File: config.mk
export PLATFORM = sky130hd
export DESIGN_NAME = prio_vec_intc
export DESIGN_NICKNAME = d
export VERILOG_FILES = /design/src/rtl/intc_pkg.sv /design/src/rtl/intc_regs.sv /design/src/rtl/intc_arb.sv /design/src/rtl/prio_vec_intc.sv
export SDC_FILE = /design/constraint.sdc
export NUM_CORES = 2
export LEC_CHECK = 0
export BUFFER_PORTS_ARGS = -buffer_cell sky130_fd_sc_hd__buf_2
export CELL_PAD_IN_SITES_DETAIL_PLACEMENT = 1
export CELL_PAD_IN_SITES_GLOBAL_PLACEMENT = 1
export CORE_UTILIZATION = 40
export DETAILED_ROUTE_END_ITERATION = 10
export GPL_ROUTABILITY_DRIVEN = 0
export PLACE_DENSITY = 0.71
export SLEW_MARGIN = 0
export SYNTH_ARGS = -nofsm -noshare
export SYNTH_HDL_FRONTEND = slang
export SYNTH_SLANG_ARGS = --single-unit
File: constraint.sdc
create_clock -name clk -period 144.3 [get_ports clk]
set_clock_uncertainty 0.15 [all_clocks]
set_input_delay 7.215 -clock clk [delete_from_list [all_inputs] [get_ports clk]]
set_output_delay 7.215 -clock clk [all_outputs]
set_load 0.005 [all_outputs]
File: src/rtl/intc_pkg.sv
package intc_pkg;
   localparam int DW       = 32;
   localparam int REG_AW   = 5;
   localparam int LVL_W    = 3;
   localparam int NUM_LVL  = 1 << LVL_W;
   localparam int CH_PER_W = DW / 4;

   localparam int STAT_OFS = 0;
   localparam int EN_OFS   = 4;
   localparam int CTRL_OFS = 8;
   localparam int BASE_OFS = 9;
   localparam int FENT_OFS = 10;
   localparam int NENT_OFS = 11;
   localparam int PRIO_OFS = 16;

   localparam int CTRL_RAW = 0;
   localparam int CTRL_DLY = 1;
   localparam int CTRL_SZ  = 2;

   function automatic logic [NUM_LVL-1:0] lvl_range(input int lo, input int hi);
      logic [NUM_LVL-1:0] m;
      m = '0;
      for (int l = 0; l < NUM_LVL; l++)
         if (l >= lo && l <= hi) m[l] = 1'b1;
      return m;
   endfunction
endpackage

File: src/rtl/intc_regs.sv
module intc_regs
   import intc_pkg::*;
#(
   parameter int NUM_CH = 64
) (
   input  logic                      clk,
   input  logic                      rst_n,
   input  logic [NUM_CH-1:0]         irq_in,
   input  logic                      we,
   input  logic [REG_AW-1:0]         addr,
   input  logic [DW-1:0]             wdata,
   output logic [NUM_CH-1:0]         stat_q,
   output logic [NUM_CH-1:0]         en_q,
   output logic [NUM_CH-1:0]         en_eff,
   output logic                      raw_q,
   output logic                      dly_q,
   output logic [1:0]                size_q,
   output logic [DW-1:0]             base_q,
   output logic [NUM_CH*LVL_W-1:0]   lvl_flat
);
   localparam int NW = NUM_CH / DW;
   localparam int NP = NUM_CH / CH_PER_W;

   logic [NUM_CH-1:0] stat_clr;
   logic [NUM_CH-1:0] en_prev;
   logic              after_rst;

   always_comb begin
      stat_clr = '0;
      for (int w = 0; w < NW; w++)
         if (we && addr == REG_AW'(STAT_OFS + w))
            stat_clr[w*DW +: DW] = wdata;
   end

   always_ff @(posedge clk or negedge rst_n) begin
      if (!rst_n) begin
         stat_q    <= '0;
         en_q      <= '0;
         en_prev   <= '0;
         raw_q     <= 1'b0;
         dly_q     <= 1'b0;
         size_q    <= '0;
         base_q    <= '0;
         lvl_flat  <= '1;
         after_rst <= 1'b0;
      end else begin
         after_rst <= 1'b1;
         stat_q    <= (stat_q & ~stat_clr) | (irq_in & ~NUM_CH'(1));
         en_prev   <= en_q;
         for (int w = 0; w < NW; w++)
            if (we && addr == REG_AW'(EN_OFS + w))
               en_q[w*DW +: DW] <= wdata;
         if (we && addr == REG_AW'(CTRL_OFS)) begin
            raw_q  <= wdata[CTRL_RAW];
            dly_q  <= wdata[CTRL_DLY];
            size_q <= wdata[CTRL_SZ +: 2];
         end
         if (we && addr == REG_AW'(BASE_OFS))
            base_q <= wdata;
         for (int k = 0; k < NP; k++)
            if (we && addr == REG_AW'(PRIO_OFS + k))
               for (int j = 0; j < CH_PER_W; j++)
                  lvl_flat[(k*CH_PER_W + j)*LVL_W +: LVL_W] <= wdata[4*j +: LVL_W];
      end
   end

   assign en_eff = dly_q ? (en_q | en_prev) : en_q;

   // a raised line shows up in status on the next cycle, masked or not
   p_latch_masked_r1: assert property (@(posedge clk) disable iff (!rst_n)
      after_rst |-> ((stat_q & $past(irq_in) & ~NUM_CH'(1)) == ($past(irq_in) & ~NUM_CH'(1))));

   // write-one clear with the line low empties the bit
   p_w1c_r2: assert property (@(posedge clk) disable iff (!rst_n)
      (we && addr == REG_AW'(STAT_OFS) && wdata[1] && !irq_in[1]) |=> !stat_q[1]);

   // in delayed mode a disable still counts for one more cycle
   p_dly_hold_r9: assert property (@(posedge clk) disable iff (!rst_n)
      (dly_q && en_q[1] && we && addr == REG_AW'(EN_OFS) && !wdata[1]) |=> en_eff[1]);
endmodule

File: src/rtl/intc_arb.sv
module intc_arb
   import intc_pkg::*;
#(
   parameter int NUM_CH = 64,
   parameter int LVL_LO = 0,
   parameter int LVL_HI = 1,
   localparam int IDX_W = $clog2(NUM_CH)
) (
   input  logic                    clk,
   input  logic                    rst_n,
   input  logic [NUM_CH-1:0]       cand,
   input  logic [NUM_CH-1:0]       en_pend,
   input  logic [NUM_CH*LVL_W-1:0] lvl_flat,
   output logic                    req,
   output logic                    found,
   output logic [IDX_W-1:0]        win
);
   localparam logic [NUM_LVL-1:0] GRP = lvl_range(LVL_LO, LVL_HI);

   logic [NUM_CH-1:0] in_grp;

   always_comb begin
      for (int i = 0; i < NUM_CH; i++)
         in_grp[i] = GRP[lvl_flat[i*LVL_W +: LVL_W]];
   end

   assign req = |(en_pend & in_grp);

   always_comb begin
      logic [LVL_W-1:0] best;
      logic [LVL_W-1:0] lv;
      found = 1'b0;
      win   = '0;
      best  = '1;
      for (int i = 0; i < NUM_CH; i++) begin
         lv = lvl_flat[i*LVL_W +: LVL_W];
         if (cand[i] && in_grp[i] && (!found || lv < best)) begin
            found = 1'b1;
            best  = lv;
            win   = IDX_W'(i);
         end
      end
   end

   // the winner is a real candidate
   p_win_pending_r5: assert property (@(posedge clk) disable iff (!rst_n)
      found |-> cand[win]);

   // the winner belongs to this group's levels
   p_win_in_group_r4: assert property (@(posedge clk) disable iff (!rst_n)
      found |-> GRP[lvl_flat[win*LVL_W +: LVL_W]]);

   // an active request always has an entry candidate
   p_req_has_winner_r7: assert property (@(posedge clk) disable iff (!rst_n)
      req |-> found);
endmodule

File: src/rtl/prio_vec_intc.sv
module prio_vec_intc
   import intc_pkg::*;
#(
   parameter int NUM_CH    = 64,
   parameter int FAST_LVLS = 2
) (
   input  logic              clk,
   input  logic              rst_n,
   input  logic [NUM_CH-1:0] irq_in,
   input  logic              bus_we,
   input  logic [REG_AW-1:0] bus_addr,
   input  logic [DW-1:0]     bus_wdata,
   output logic [DW-1:0]     bus_rdata,
   output logic              fiq_req,
   output logic              irq_req
);
   localparam int IDX_W = $clog2(NUM_CH);
   localparam int NW    = NUM_CH / DW;
   localparam int NP    = NUM_CH / CH_PER_W;
   localparam int GRP_LO [2] = '{0, FAST_LVLS};
   localparam int GRP_HI [2] = '{FAST_LVLS - 1, NUM_LVL - 1};

   generate
      if (NUM_CH % DW != 0 || NUM_CH < DW || NUM_CH > 4*DW)
         $error("NUM_CH must be a multiple of 32 between 32 and 128");
      if (FAST_LVLS < 1 || FAST_LVLS >= NUM_LVL)
         $error("FAST_LVLS must leave at least one level in each group");
   endgenerate

   logic [NUM_CH-1:0]       stat_q, en_q, en_eff, en_pend, cand;
   logic                    raw_q, dly_q;
   logic [1:0]              size_q;
   logic [DW-1:0]           base_q;
   logic [NUM_CH*LVL_W-1:0] lvl_flat;
   logic [1:0]              req, found;
   logic [IDX_W-1:0]        win   [2];
   logic [DW-1:0]           entry [2];

   intc_regs #(.NUM_CH(NUM_CH)) u_regs (
      .clk      (clk),
      .rst_n    (rst_n),
      .irq_in   (irq_in),
      .we       (bus_we),
      .addr     (bus_addr),
      .wdata    (bus_wdata),
      .stat_q   (stat_q),
      .en_q     (en_q),
      .en_eff   (en_eff),
      .raw_q    (raw_q),
      .dly_q    (dly_q),
      .size_q   (size_q),
      .base_q   (base_q),
      .lvl_flat (lvl_flat)
   );

   assign en_pend = stat_q & en_eff;
   assign cand    = raw_q ? stat_q : en_pend;

   for (genvar g = 0; g < 2; g++) begin : g_grp
      intc_arb #(
         .NUM_CH (NUM_CH),
         .LVL_LO (GRP_LO[g]),
         .LVL_HI (GRP_HI[g])
      ) u_arb (
         .clk      (clk),
         .rst_n    (rst_n),
         .cand     (cand),
         .en_pend  (en_pend),
         .lvl_flat (lvl_flat),
         .req      (req[g]),
         .found    (found[g]),
         .win      (win[g])
      );
      assign entry[g] = base_q + (DW'(win[g]) << (2 + size_q));
   end

   assign fiq_req = req[0];
   assign irq_req = req[1];

   always_comb begin
      bus_rdata = '0;
      for (int w = 0; w < NW; w++) begin
         if (bus_addr == REG_AW'(STAT_OFS + w)) bus_rdata = stat_q[w*DW +: DW];
         if (bus_addr == REG_AW'(EN_OFS + w))
            bus_rdata = en_q[w*DW +: DW] | ((w == 0) ? DW'(1) : DW'(0));
      end
      if (bus_addr == REG_AW'(CTRL_OFS))
         bus_rdata = DW'({size_q, dly_q, raw_q});
      if (bus_addr == REG_AW'(BASE_OFS)) bus_rdata = base_q;
      if (bus_addr == REG_AW'(FENT_OFS)) bus_rdata = entry[0];
      if (bus_addr == REG_AW'(NENT_OFS)) bus_rdata = entry[1];
      for (int k = 0; k < NP; k++)
         if (bus_addr == REG_AW'(PRIO_OFS + k))
            for (int j = 0; j < CH_PER_W; j++)
               bus_rdata[4*j +: 4] = {1'b0, lvl_flat[(k*CH_PER_W + j)*LVL_W +: LVL_W]};
   end

   // an idle group with raw select off yields the bare base
   p_idle_base_r6: assert property (@(posedge clk) disable iff (!rst_n)
      (!raw_q && !fiq_req && !dly_q) |-> !found[0] || en_pend[win[0]]);
endmodule

Yosys cells after proc, flatten, opt, wreduce, memory -nomap -nowiden. Memory sizes are Yosys's and may differ from the RTL's. Index checks and enable logic that the tools add are counted.

Bitwise operators: 7. Add/subtract/negate cells: 3. Equal/unequal tests: 15. Order comparisons: 190. Reduce and logical (&&, ||, !) cells: 523. Shifts and indexed selects: 2. Mux-type cells: 526.

Operator list (number): 32-bit 2-to-1 mux (18); 3-bit 2-to-1 mux (134); 6-bit 2-to-1 mux (64); 3-bit < comparator (126); 1-bit logical AND (268); 64-bit bitwise AND (4); 3-bit by 4-bit < comparator with 1-bit output (second input constant) (64); 1-bit 2-to-1 mux (256); 5-bit 2-to-1 mux (32); 64-bit 2-to-1 mux (2); 64-bit OR (2); 64-bit OR reduction (2); 1-bit logical NOT (126); 1-bit logical OR (126); 32-bit adder (2); 4-bit 2-to-1 mux (16); 64-bit inverter (1); 5-bit == test (second input constant) (8); 6-bit by 3-bit << shifter with 32-bit output (1); 6-bit by 32-bit << shifter with 32-bit output (1); 5-bit by 4-bit == test with 1-bit output (second input constant) (4); 5-bit by 3-bit == test with 1-bit output (second input constant) (2); 2-bit 2-to-1 mux (4); 5-bit by 1-bit == test with 1-bit output (second input constant) (1); 2 further kinds (2).

Register bits after elaboration: 420. Bits in read-only memories: 1024. Memories: 128. Input bits: 104.

Memories: (name not given) (depth 8, bits a word 1, rd ports 1, clocked after memory_dff 0, wr ports 0, line intc_arb.sv:24) `in_grp[i] = GRP[lvl_flat[i*LVL_W +: LVL_W]];`; (name not given) (depth 8, bits a word 1, rd ports 1, clocked after memory_dff 0, wr ports 0, line intc_arb.sv:24); (name not given) (depth 8, bits a word 1, rd ports 1, clocked after memory_dff 0, wr ports 0, line intc_arb.sv:24); (name not given) (depth 8, bits a word 1, rd ports 1, clocked after memory_dff 0, wr ports 0, line intc_arb.sv:24); (name not given) (depth 8, bits a word 1, rd ports 1, clocked after memory_dff 0, wr ports 0, line intc_arb.sv:24); (name not given) (depth 8, bits a word 1, rd ports 1, clocked after memory_dff 0, wr ports 0, line intc_arb.sv:24); +122 memories.

Longest topological paths before layout.
Depth after elaboration: 270. Depth in mapped cells: 514. Gate-level depth less buffers: 507.

By module. A second synthesis with hierarchy kept.

Cell total of the unflattened synthesis: 5168. Area, all modules: 42106.6 um2.

By module, submodules not included: intc_regs (cells each 1062, times used 1, area each 16131.7 um2); intc_arb (g_grp[1].u_arb) (cells each 1857, times used 1, area each 11907.7 um2); intc_arb (g_grp[0].u_arb) (cells each 1226, times used 1, area each 7543.5 um2); prio_vec_intc (cells each 1023, times used 1, area each 6523.8 um2).

Least setup slack after synthesis. No wires, ideal clock.

Path type: flip-flop to output port. From: reg u_regs.dly_q. To: out bus_rdata[28]. Cell stages (with the launch flop): 478. Arrival time: 82605 ps. Slack: 54330 ps. Cell sequence: dfrtp_1 > buf_2 > a211o_1 > nand2_1 > nor3b_1 > ha_1 > and3b_1 > a311oi_1 > o21ai_0 > o21ai_0 > ha_1 > nor3b_1 > a211o_1 > a2111oi_4 > a2bb2oi_1 > inv_1 > o21ai_0 > inv_1 > [442 not listed] > a21oi_1 > o21bai_1 > a21o_1 > nand2_1 > or3_1 > nor4_1 > a21oi_1 > o21ai_0 > a32oi_1 > nor2_1 > nor3_1 > a21oi_1 > nor2_1 > a31oi_1 > nor2_1 > o21ai_0 > o21ai_0 > nand2_1.

Longest elaborated chain between the ends: 269.

RTL lines: start, declared (line intc_regs.sv:16) `output logic dly_q,`; start signal, assigned (line intc_regs.sv:55) `dly_q <= wdata[CTRL_DLY];`; 64-bit 2-to-1 mux (*) (line intc_regs.sv:67) `assign en_eff = dly_q ? (en_q | en_prev) : en_q;`; 64-bit bitwise AND (*) (line prio_vec_intc.sv:56) `assign en_pend = stat_q & en_eff;`; 64-bit 2-to-1 mux (*) (line prio_vec_intc.sv:57) `assign cand = raw_q ? stat_q : en_pend;`; 1-bit logical AND (line intc_arb.sv:37) `if (cand[i] && in_grp[i] && (!found || lv < best)) begin`; 3-bit 2-to-1 mux / 1-bit 2-to-1 mux (equally long branches) (line intc_arb.sv:37); 3-bit < comparator / 1-bit logical NOT (equally long branches) (line intc_arb.sv:37); 1-bit logical OR (line intc_arb.sv:37); 1-bit logical AND (line intc_arb.sv:37); [246 not listed]; 1-bit logical OR (line intc_arb.sv:37); 1-bit logical AND (line intc_arb.sv:37); 6-bit 2-to-1 mux (line intc_arb.sv:37); 6-bit by 32-bit << shifter with 32-bit output (line prio_vec_intc.sv:74) `assign entry[g] = base_q + (DW'(win[g]) << (2 + size_q));`; 32-bit adder (line prio_vec_intc.sv:74); 32-bit 2-to-1 mux (line prio_vec_intc.sv:90) `if (bus_addr == REG_AW'(FENT_OFS)) bus_rdata = entry[0];`; 32-bit 2-to-1 mux (*) (line prio_vec_intc.sv:91) `if (bus_addr == REG_AW'(NENT_OFS)) bus_rdata = entry[1];`; 32-bit 2-to-1 mux (*) (8 in series) (line prio_vec_intc.sv:93) `if (bus_addr == REG_AW'(PRIO_OFS + k))`; end, declared (line prio_vec_intc.sv:13) `output logic [DW-1:0] bus_rdata,`.

Every way passes the cells marked *; elsewhere a longest branch is shown, timed or not.

Worst setup path after layout.
From: reg u_regs.raw_q. To: out bus_rdata[13].

Longest elaborated chain between the ends: 267.

RTL lines: start, declared (line intc_regs.sv:15) `output logic raw_q,`; start signal, assigned (line intc_regs.sv:54) `raw_q <= wdata[CTRL_RAW];`; 64-bit 2-to-1 mux (*) (line prio_vec_intc.sv:57); 1-bit logical AND (line intc_arb.sv:37); 3-bit 2-to-1 mux / 1-bit 2-to-1 mux (equally long branches) (line intc_arb.sv:37); 3-bit < comparator / 1-bit logical NOT (equally long branches) (line intc_arb.sv:37); 1-bit logical OR (line intc_arb.sv:37); 1-bit logical AND (line intc_arb.sv:37); 3-bit 2-to-1 mux / 1-bit 2-to-1 mux (equally long branches) (line intc_arb.sv:37); 3-bit < comparator / 1-bit logical NOT (equally long branches) (line intc_arb.sv:37); [244 not listed]; 1-bit logical OR (line intc_arb.sv:37); 1-bit logical AND (line intc_arb.sv:37); 6-bit 2-to-1 mux (line intc_arb.sv:37); 6-bit by 32-bit << shifter with 32-bit output (line prio_vec_intc.sv:74); 32-bit adder (line prio_vec_intc.sv:74); 32-bit 2-to-1 mux (line prio_vec_intc.sv:90); 32-bit 2-to-1 mux (*) (line prio_vec_intc.sv:91); 32-bit 2-to-1 mux (*) (8 in series) (line prio_vec_intc.sv:93).

Marked as above.

==> results by group <==
STA
  – Final setup fails: 0
  – Relative slew slack: -0.03070
  – Slew Limit Fails: 4
  – Worst-Margin Slew: 1.546 ns
  – RSZ-0062 raised after global routing: no
  – Fmax: 9.230 MHz
  – Final number of hold-violating endpoints: 0
  – Period utilization: 0.7508
  – Setup tns final: 0 ns
  – Final min period: 108.34 ns

Global route
  – Largest net degree at the start of global routing: 100
  – Busiest layer in global routing: met2
  – Initial antenna violation count: 26
  – Total grt overflow: 0
  – Met2 usage: 0.5552
  – M3 GR Usage: 0.1563
  – First-pass GRT wire length: 292.8 mm
  – GRT Total Usage: 0.3896
  – Met1 Track Usage GR: 0.4875
  – Vias in the first global route: 41808

Status
  – Status: complete, but fails checks
  – Failing checks: DRC, capacitance limit, slew limit

Worst setup path
  – Worst stage delay on the critical path: 1.04 ns
  – WS Path Type: flip-flop to output port
  – Critical Path Sink Type: output port
  – Crit path max-delay cell type: nor4_1
  – Startpoint types: flip-flop
  – Arr. time, crit path: 100.97 ns
  – CP dominant cell by count: ha_1
  – Crit-path max FO: 12
  – Critical Path RT: 136.93 ns

Job
  – Max Cap Viol: 3

CTS
  – Longest Clk Path Bufs: 3
  – CTS root buffer: clkbuf_16
  – Inserted Clock Buffers: 48
  – CTS tree: yes
  – Hold-fix buffers at CTS: 0
  – Clock slew at reported path FFs: 0.06 ns
  – Post-CTS Resized: 0
  – Postcts setup bufs: 0
  – Clock Latency Late Sink: 0.66 ns
  – Clock sink count: 420
  – Depth of the CTS H-tree: 2

Detailed routing
  – DR DRC count: 3
  – WL final: 203.1 mm
  – Vias: 43207
  – Final ANT Viol Nets: 0
  – Number of vias per cell: 6.872
  – Initial DRT Pass Iterations: 11
  – DRT iter0 DRCs: 5414
  – Routed wire per std cell: 32.30 um

Finish
  – Final instance area: 43320 um2
  – Nets@finish: 5213
  – Layout Utilization: 0.4376
  – Most common cell after layout, fill and taps aside: nand2_1
  – Most frequent cells in the layout: nand2_1 (490), nor2_1 (442), a21oi_1 (431)
  – Filler Cells Inserted: 12037
  – Multi-input gate area: 27590 um2
  – Synth-to-layout area growth: 7.849%
  – Register area: 10750 um2
  – Layout cell share with drive strength beyond 1: 0.2026

Floorplanning
  – Die height: 318.9 um
  – IO Pins: 138
  – Initial Util: 0.4058
  – Die Width: 318.9 um
  – Die area: 101700 um2
  – Rows: 115
  – Core Area: 98990 um2

Hold path
  – Worst hold-check path type: flip-flop to flip-flop

Logic synthesis
  – Syn. warnings: 0
  – Post-synthesis async set-or-reset flop share: 1.000
  – Seq cells post-synth: 420
  – Cell variety after synth: 163
  – Synth top area share: 0.1420
  – Main synth FF type: dfrtp_1
  – Mapped cell area: 40170 um2
  – Post-synth top area cell: dfrtp_1
  – Cells after Synth: 4949
  – Post-synth EDFFs: 0
  – Syn_area_per_cell: 8.117 um2
  – Seq/Total Area, Yosys: 0.2676
  – Synth top area cells: dfrtp_1 (14%), dfstp_2 (13%), mux2_2 (9.0%), a21oi_1 (5.4%), ha_1 (4.9%)

Placed design
  – Dpl hpwl: 153.5 mm
  – Area post-placement: 41650 um2
  – Buffers on Ports: 136
## registers in the layout, summed over array words and instances (netlist names)
register and cells:
u_regs.stat_q 64, u_regs.en_prev 64, u_regs.lvl_flat 192, u_regs.base_q 32, u_regs.en_q 64, u_regs.raw_q 1
u_regs.size_q 2, u_regs.dly_q 1
## cell usage after synthesis, types with 33 or more instances
cell and number:
nand2_1 490, nor2_1 445, a21oi_1 431, o21ai_0 354, mux2_2 322, dfrtp_1 228
dfstp_2 192, inv_1 178, ha_1 156, a21o_1 151, nor3_1 115, clkbuf_1 113
nand3_1 99, or2_2 94, nand2b_1 91, a22oi_1 86, nor2b_1 83, o211ai_1 65
a211oi_1 60, nand4_1 57, a31oi_1 56, mux2i_1 54, o21a_1 48, and2_1 46
o22ai_1 45, or3_1 44, a211o_1 34, and3_1 34, buf_1 34, buf_2 33
## metal layers
layer  wire [um]  vias to the layer above
met3       25980                      738
met4       15360                       28
met2       81940                     2472
li1            -                    18522
met5         418                        -
met1       79380                    21447
## final timing paths
check / depth (start not counted) / start / slack [ns] / end
min in group asynchronous: 1 / rst_n / 6.43 / u_regs.en_q[55]
hold reg to reg: 0 / u_regs.en_q[59] / 0.26 / u_regs.en_prev[59]
hold / removal: 0 / u_regs.en_q[59] / 0.26 / u_regs.en_prev[59]
setup / recovery: 473 / u_regs.raw_q / 35.96 / bus_rdata[13]
max in group asynchronous: 3 / rst_n / 135.36 / u_regs.stat_q[33]
setup reg to reg: 1 / u_regs.size_q[0] / 142.96 / u_regs.size_q[0]
## area by class of cell
cell class              count  share of cell area
well taps                1287             0.03717
clock inverters            23            0.006267
diodes                      9           0.0005198
multi-input cells        4120              0.6367
inverters                 179             0.01551
repair buffers            182             0.02414
clock buffers              67             0.03145
flip-flops and latches    420              0.2482
## per-stage QoR
step,hold WS [ns],cells,worst slack [ns]
6_report,0.2646,6287,35.96
5_1_grt,0.2822,6279,27.75
4_1_cts,0.2655,6277,37.13
3_5_place_dp,0.2618,6187,38.40
3_3_place_gp,0.2520,6187,40.09
2_1_floorplan,0.2348,4957,54.33
## worst max-delay path: cells and delay by family (launching register included)
kind,cells,cell delay [ns]
and+or+nand+nor,137,22.78
AOI/OAI and AO/OA,200,46.13
muxes,32,9.25
DFF,1,0.54
xor gates and xnor gates,1,0.16
buffers and inverters,39,3.22
adders and majority gates,64,18.08
## logic make-up after synthesis
kind of cell    after synthesis  synth area share
flops                       420            0.2676
compound gates             1771            0.3012
fa+ha+maj                   167           0.05186
other cells                   2         0.0001870
simple gates               1721            0.2083
buf+inv                     417           0.04731
mux                         398            0.1118
xor+xnor                     53           0.01174
Power is not shown: default switching activity piles up to over one toggle a cycle in this logic, so the estimate is an artifact.
